File: config.mk
export PLATFORM = sky130hd
export DESIGN_NAME = cor_int_ctrl
export DESIGN_NICKNAME = d
export VERILOG_FILES = /design/src/rtl/cor_int_pkg.sv /design/src/rtl/cor_pend_bit.sv /design/src/rtl/cor_clr_map.sv /design/src/rtl/cor_prio_enc.sv /design/src/rtl/cor_int_ctrl.sv
export SDC_FILE = /design/constraint.sdc
export NUM_CORES = 1
export LEC_CHECK = 0
export BUFFER_PORTS_ARGS = -buffer_cell sky130_fd_sc_hd__buf_2
export CAP_MARGIN = 20
export CELL_PAD_IN_SITES_DETAIL_PLACEMENT = 1
export CELL_PAD_IN_SITES_GLOBAL_PLACEMENT = 1
export CORE_MARGIN = 2
export CORE_UTILIZATION = 26
export DETAILED_ROUTE_END_ITERATION = 6
export PLACE_DENSITY_LB_ADDON = 0.1
export SLEW_MARGIN = 20
export SYNTH_ARGS = -nofsm -noshare
export SYNTH_HDL_FRONTEND = slang
export SYNTH_SLANG_ARGS = --single-unit
File: constraint.sdc
create_clock -name clk_i -period 1.3 [get_ports clk_i]
set_input_delay 0.13 -clock clk_i [delete_from_list [all_inputs] [get_ports clk_i]]
set_output_delay 0.13 -clock clk_i [all_outputs]
set_load 0.02 [all_outputs]
File: src/rtl/cor_int_pkg.sv
package cor_int_pkg;
  localparam int N_SRC = 10;
  localparam int SRC_W = $clog2(N_SRC + 1);

  typedef enum int {
    SRC_LINE  = 0,
    SRC_RXRDY = 1,
    SRC_RXTO  = 2,
    SRC_TXRDY = 3,
    SRC_MODEM = 4,
    SRC_FLOW  = 5,
    SRC_XCHR  = 6,
    SRC_WAKE  = 7,
    SRC_TIMER = 8,
    SRC_IOLVL = 9
  } src_e;

  typedef struct packed {
    logic lsr;
    logic msr;
    logic isr;
    logic gint;
    logic rxdata;
    logic tmrctl;
    logic iolvl;
  } rd_strb_t;
endpackage

File: src/rtl/cor_pend_bit.sv
module cor_pend_bit (
  input  logic clk_i,
  input  logic rst_ni,
  input  logic set_i,
  input  logic clr_i,
  output logic q_o
);
  // set has precedence so a colliding event is not lost
  always_ff @(posedge clk_i or negedge rst_ni) begin
    if (!rst_ni)    q_o <= 1'b0;
    else if (set_i) q_o <= 1'b1;
    else if (clr_i) q_o <= 1'b0;
  end

  AST_SET_WINS: assert property (@(posedge clk_i) disable iff (!rst_ni)
    set_i |=> q_o);
  AST_CLR_TAKES: assert property (@(posedge clk_i) disable iff (!rst_ni)
    (clr_i && !set_i) |=> !q_o);
  AST_HOLD: assert property (@(posedge clk_i) disable iff (!rst_ni)
    (q_o && !clr_i) |=> q_o);
endmodule

File: src/rtl/cor_clr_map.sv
module cor_clr_map
  import cor_int_pkg::*;
#(
  parameter int LVL_W = 7
) (
  input  rd_strb_t         rd_i,
  input  logic [LVL_W-1:0] rx_level_i,
  input  logic [LVL_W-1:0] rx_trig_i,
  output logic [N_SRC-1:0] clr_o
);
  logic rx_above;
  assign rx_above = rx_level_i > rx_trig_i;

  always_comb begin
    clr_o            = '0;
    clr_o[SRC_LINE]  = rd_i.lsr;
    clr_o[SRC_RXRDY] = rd_i.rxdata & ~rx_above;
    clr_o[SRC_RXTO]  = rd_i.rxdata;
    clr_o[SRC_TXRDY] = rd_i.isr;
    clr_o[SRC_MODEM] = rd_i.msr;
    clr_o[SRC_FLOW]  = rd_i.msr;
    clr_o[SRC_XCHR]  = rd_i.isr;
    clr_o[SRC_WAKE]  = rd_i.gint;
    clr_o[SRC_TIMER] = rd_i.tmrctl;
    clr_o[SRC_IOLVL] = rd_i.iolvl;
  end
endmodule

File: src/rtl/cor_prio_enc.sv
module cor_prio_enc
  import cor_int_pkg::*;
(
  input  logic             clk_i,
  input  logic             rst_ni,
  input  logic [N_SRC-1:0] req_i,
  output logic [SRC_W-1:0] id_o
);
  always_comb begin
    id_o = SRC_W'(N_SRC);
    for (int i = N_SRC - 1; i >= 0; i--) begin
      if (req_i[i]) id_o = SRC_W'(i);
    end
  end

  AST_ID_RANGE: assert property (@(posedge clk_i) disable iff (!rst_ni)
    (|req_i) |-> (id_o < SRC_W'(N_SRC) && req_i[id_o]));
  AST_ID_NONE: assert property (@(posedge clk_i) disable iff (!rst_ni)
    !(|req_i) |-> (id_o == SRC_W'(N_SRC)));
  AST_ID_LOWEST: assert property (@(posedge clk_i) disable iff (!rst_ni)
    (|req_i) |-> ((req_i & ((N_SRC'(1) << id_o) - N_SRC'(1))) == '0));
endmodule

File: src/rtl/cor_int_ctrl.sv
module cor_int_ctrl
  import cor_int_pkg::*;
#(
  parameter int LVL_W = 7
) (
  input  logic             clk_i,
  input  logic             rst_ni,
  input  logic [N_SRC-1:0] evt_i,
  input  logic [N_SRC-1:0] en_i,
  input  logic             rd_lsr_i,
  input  logic             rd_msr_i,
  input  logic             rd_isr_i,
  input  logic             rd_gint_i,
  input  logic             rd_rxdata_i,
  input  logic             rd_tmrctl_i,
  input  logic             rd_iolvl_i,
  input  logic [LVL_W-1:0] rx_level_i,
  input  logic [LVL_W-1:0] rx_trig_i,
  output logic [N_SRC-1:0] pend_o,
  output logic [SRC_W-1:0] src_id_o,
  output logic             irq_o
);
  rd_strb_t         rd;
  logic [N_SRC-1:0] clr;
  logic [N_SRC-1:0] act;

  assign rd = '{lsr: rd_lsr_i, msr: rd_msr_i, isr: rd_isr_i, gint: rd_gint_i,
                rxdata: rd_rxdata_i, tmrctl: rd_tmrctl_i, iolvl: rd_iolvl_i};

  cor_clr_map #(.LVL_W(LVL_W)) u_clr_map (
    .rd_i       (rd),
    .rx_level_i (rx_level_i),
    .rx_trig_i  (rx_trig_i),
    .clr_o      (clr)
  );

  for (genvar k = 0; k < N_SRC; k++) begin : g_pend
    cor_pend_bit u_bit (
      .clk_i  (clk_i),
      .rst_ni (rst_ni),
      .set_i  (evt_i[k]),
      .clr_i  (clr[k]),
      .q_o    (pend_o[k])
    );
  end

  assign act   = pend_o & en_i;
  assign irq_o = |act;

  cor_prio_enc u_enc (
    .clk_i  (clk_i),
    .rst_ni (rst_ni),
    .req_i  (act),
    .id_o   (src_id_o)
  );

  AST_RXRDY_KEEP: assert property (@(posedge clk_i) disable iff (!rst_ni)
    (rd_rxdata_i && (rx_level_i > rx_trig_i) && pend_o[SRC_RXRDY]) |=> pend_o[SRC_RXRDY]);
  AST_RXTO_CLR: assert property (@(posedge clk_i) disable iff (!rst_ni)
    (rd_rxdata_i && !evt_i[SRC_RXTO]) |=> !pend_o[SRC_RXTO]);
  AST_MSR_PAIR: assert property (@(posedge clk_i) disable iff (!rst_ni)
    (rd_msr_i && !evt_i[SRC_MODEM] && !evt_i[SRC_FLOW]) |=> !(pend_o[SRC_MODEM] | pend_o[SRC_FLOW]));
  AST_IRQ_SRC: assert property (@(posedge clk_i) disable iff (!rst_ni)
    irq_o |-> (src_id_o != SRC_W'(N_SRC)));
endmodule

Word-level counts from Yosys, hierarchy flattened. Cells that the tools add are included.

Flip-flop bits (word level): 10. Latch bits: 0. Memory bits (writable): 0. Bits in read-only memories: 0. Input bits: 43. Output and inout bits: 15. Logic and storage cells: 53. Memories: 0.

$add $sub $neg: 0. Multipliers: 0. Divide/modulo/power cells: 0. Magnitude comparators: 1. Equality and inequality tests: 0. Shift-type cells: 0. Muxes and demuxes: 28. Bitwise logic cells: 3. Reductions and logical operators: 11.

Operators by type and width (count): 2-to-1 mux 4 bit (8); nonzero test 2 bit (10); 2-to-1 mux 1 bit (18); AND 10 bit (1); OR reduction 10 bit (1); greater-than comparator 7 bit (1); 2-to-1 mux 2 bit (2); AND 1 bit (1); inverter 1 bit (1).

Longest topological paths before layout.
Depth after elaboration: 11. Mapped depth: 6. Mapped depth without buffers: 6.

Modules after synthesis. A second synthesis with hierarchy kept.

Cell total of the unflattened synthesis: 96. Area, all modules: 805.8 um^2.

By module, submodules not included: cor_pend_bit (instances 10, cells an instance 3, area an instance 36.3 um^2, sequential area each 25.0 um^2); cor_clr_map (instances 1, cells an instance 34, area an instance 242.7 um^2, sequential area each 0.0 um^2); cor_int_ctrl (instances 1, cells an instance 15, area an instance 102.6 um^2, sequential area each 0.0 um^2); cor_prio_enc (instances 1, cells an instance 17, area an instance 97.6 um^2, sequential area each 0.0 um^2).

Worst setup path before layout. No wires, ideal clock.

Path type: register to output. Start point: reg g_pend[3].u_bit.q_o. End point: out irq_o. Arrival time: 1.226 ns. Slack: -0.056 ns. Stages on the path, launching flop included: 5. Path buffers: 0. Path through: dfrtp_1 -> a22oi_2 -> nand3_2 -> nor3_2 -> nand2_1.

Cells in the longest elaborated chain, start to end: 2.

Ends and longest elaborated chain: start: declaration (RTL line cor_pend_bit.sv:6) `output logic q_o`; start signal: assignment (RTL line cor_pend_bit.sv:10) `if (!rst_ni) q_o <= 1'b0;`; start signal: assignment (RTL line cor_pend_bit.sv:11) `else if (set_i) q_o <= 1'b1;`; start signal: assignment (RTL line cor_pend_bit.sv:12) `else if (clr_i) q_o <= 1'b0;`; AND 10 bit (RTL line cor_int_ctrl.sv:47) `assign act = pend_o & en_i;`; OR reduction 10 bit (RTL line cor_int_ctrl.sv:48) `assign irq_o = |act;`; end: declaration (RTL line cor_int_ctrl.sv:21) `output logic irq_o`.

Every way passes these cells.

Final worst setup path. Same ends and word-level chain as after synthesis.

==> out/results.txt <==
max reg flops: 10
Yosys cell types: 23
maximum fanout along the worst path: 2
Final Max Slew Viols: 0
die height: 57.7 um
via-per-instance ratio: 4.50
Clock Latency Late Sink: 260 ps
Slew headroom: 84.0%
# fillers: 367
Synth Register Bits: 10
CTS tree: built
CTS Sinks: 10
Critical path origin: g_pend[3].u_bit.q_o
Clock transition at path regs: 70 ps
Via Count: 824
final setup fails: 5
Async SR Flop Fraction: 100%
Top FF cell, synth: dfrtp_1
MaxCap Viol Count: 0
WP data required: 1170 ps
TritonRoute pass-1 iters: 2
Root Driver: clkbuf_4
hpwl dp: 1740 um
grt ovf: 0
antenna cells: 0
Die Span X: 57.7 um
pwr dens: 823 mW/mm2
sequential share of the synthesized area: 33.4%
antenna violations before repair: 0
synth top area cells: dfrtp_1, ha_1, buf_4, a21o_1, inv_1
Seq. cell area: 250 um2
Longest Clk Path Bufs: 2
Period Utilization, post-route: 115%
Hold Fails Final Rpt: 0
Total GRT Usage: 12.7%
worst reg2reg startpoint: g_pend[3].u_bit.q_o
synth warn: 0
footprint of the multi-input gates: 394 um2
sequence of cells on the critical path: a22oi_2 -> nand3_2 -> nor3_4 -> nand2_1 -> buf_2
nets@finish: 203
global-route wire length before repair: 3270 um
register bank with the most flops: g_pend.u_bit.q_o
Worst setup EP type: primary output
drt drc: 0
Final Util: 42.5%
CORE AREA: 0.00276 mm2
Synth area leader: dfrtp_1
GP Congestion: 0.803
largest net degree at the start of global routing: 11
Post-synth EDFFs: 0
Area Growth Syn to Fin: 56.3%
RSZ-0062 raised after global routing: yes
syn nets: 138
slowest cell on the critical path: dfrtp_1
violated checks: negative setup slack
Die Footprint: 0.00333 mm2
# IOs: 58
hold_sp: evt_i[2]
max incr delay on CP: 400 ps
Worst-Margin Slew: 239 ps
Mean Syn Cell Area: 8.52 um2
iteration-0 DRC count of the detailed router: 6
status: finished with violations
# rows: 19
Worst Path Arrival: 1360 ps
Hold Path Class: primary input to flip-flop
Regs by FF count: g_pend.u_bit.q_o (10)
CTS Buf Count: 3
layout cell share with drive strength beyond 1: 55.9%
CP Launch Type: flip-flop
dpl cells: 168
Final ANT Viol Nets: 0
share of the synthesized area in the top cell type: 33.4%
cell count after synthesis: 88
synthesized area: 749 um2
drt total wl: 1990 um
crit path kind: flip-flop to primary output
Leakage: 0.678 nW
Final WS setup: -189 ps
vias in the first global route: 803
initial core utilization: 27.2%
Worst IR Drop VDD: 0.000373 V
WL/cell: 10.9 um
final cell count without fillers: 183
Max Clk Rate: 672 MHz
Post-synth top cells: inv_1, nand2_1, buf_4, dfrtp_1, a21o_1
min cycle time layout: 1490 ps
H-tree Lvls: 1
Layout Skew: 0 ps
PortBufs: 57
top-count cell post-synth: inv_1
-- cells in the final DEF, fill, tap and decap left out, types with 3 or more instances in the layout --
cell type,instances
a21oi_1,4
nand3_1,4
nand2_1,8
clkbuf_4,3
a21o_1,8
o21ai_0,3
ha_1,7
buf_4,15
nand2_2,5
inv_1,14
buf_2,53
dfrtp_1,10
-- logic make-up (layout without fill, tap and decap cells) --
group | count (synthesis) | in the layout | share of synthesized area [%]
compound gates | 23 | 23 | 21.9
fa+ha+maj | 7 | 7 | 11.7
simple gates | 24 | 24 | 16.0
flops | 10 | 10 | 33.4
buf+inv | 24 | 88 | 17.0
-- per-stage QoR --
| stage | TNS, ps | cell area (um2) | total power, mW | setup WS [ps] | hold slack, ps |
|---|---|---|---|---|---|
| 2_1_floorplan | 0 | 756 | 0.543 | 21.1 | -166 |
| 3_3_place_gp | 0 | 1020 | 0.642 | 54.7 | 9.07 |
| 3_5_place_dp | 0 | 1020 | 0.651 | 41.1 | 6.02 |
| 4_1_cts | -857 | 1130 | 0.962 | -192 | 37.7 |
| 5_1_grt | -1200 | 1170 | 1.04 | -291 | 33.6 |
| 6_report | -715 | 1170 | 0.963 | -189 | 43.9 |
-- worst paths after layout --
kind                       slack, ps                   to  cells after the start
hold reg to reg                  500  g_pend[0].u_bit.q_o                      1
hold / removal                    40  g_pend[2].u_bit.q_o                      2
setup reg to reg                 370  g_pend[3].u_bit.q_o                      3
max in group asynchronous        850  g_pend[7].u_bit.q_o                      2
min in group asynchronous        260  g_pend[5].u_bit.q_o                      2
setup / recovery                -190                irq_o                      5
-- area by class of cell --
class                           instances  area share [%]
Timing Repair Buffer                   70            34.1
Multi-Input combinational cell         54            33.7
Sequential cell                        10            21.4
Inverter                               14            4.49
Tap cell                               31            3.31
Clock buffer                            4            3.10
-- per-layer routing --
metal  wire [um]  track usage (%)  up-vias
li1            -                -      416
met4          27             6.98        0
met1         737             13.7      379
met3         117             2.01        2
met5           0                0        -
met2        1110             23.4       27
-- repair_timing --
action | in CTS | in global routing
setup endpoints to repair | 5 | 5
setup buffers | 5 | 5
endpoints found under the hold margin | 10 | 0
resized for setup | 8 | 3
pin swaps | 7 | 5
hold buffers | 1 | 0
-- report_power, final --
group          total [mW]  internal [mW]  leakage, nW  switching [mW]
registers           0.352          0.333        0.107          0.0187
clock network       0.276          0.170       0.0210           0.107
logic               0.335          0.170        0.550           0.166
total               0.963          0.672        0.678           0.291
-- critical path, delay by kind of cell, from the launching register on --
family	cells	cell delay, ps
simple gates	3	350
compound gates	1	190
buf+inv	1	150
flops	1	400
No activity file was read; power rests on OpenSTA's default activity.
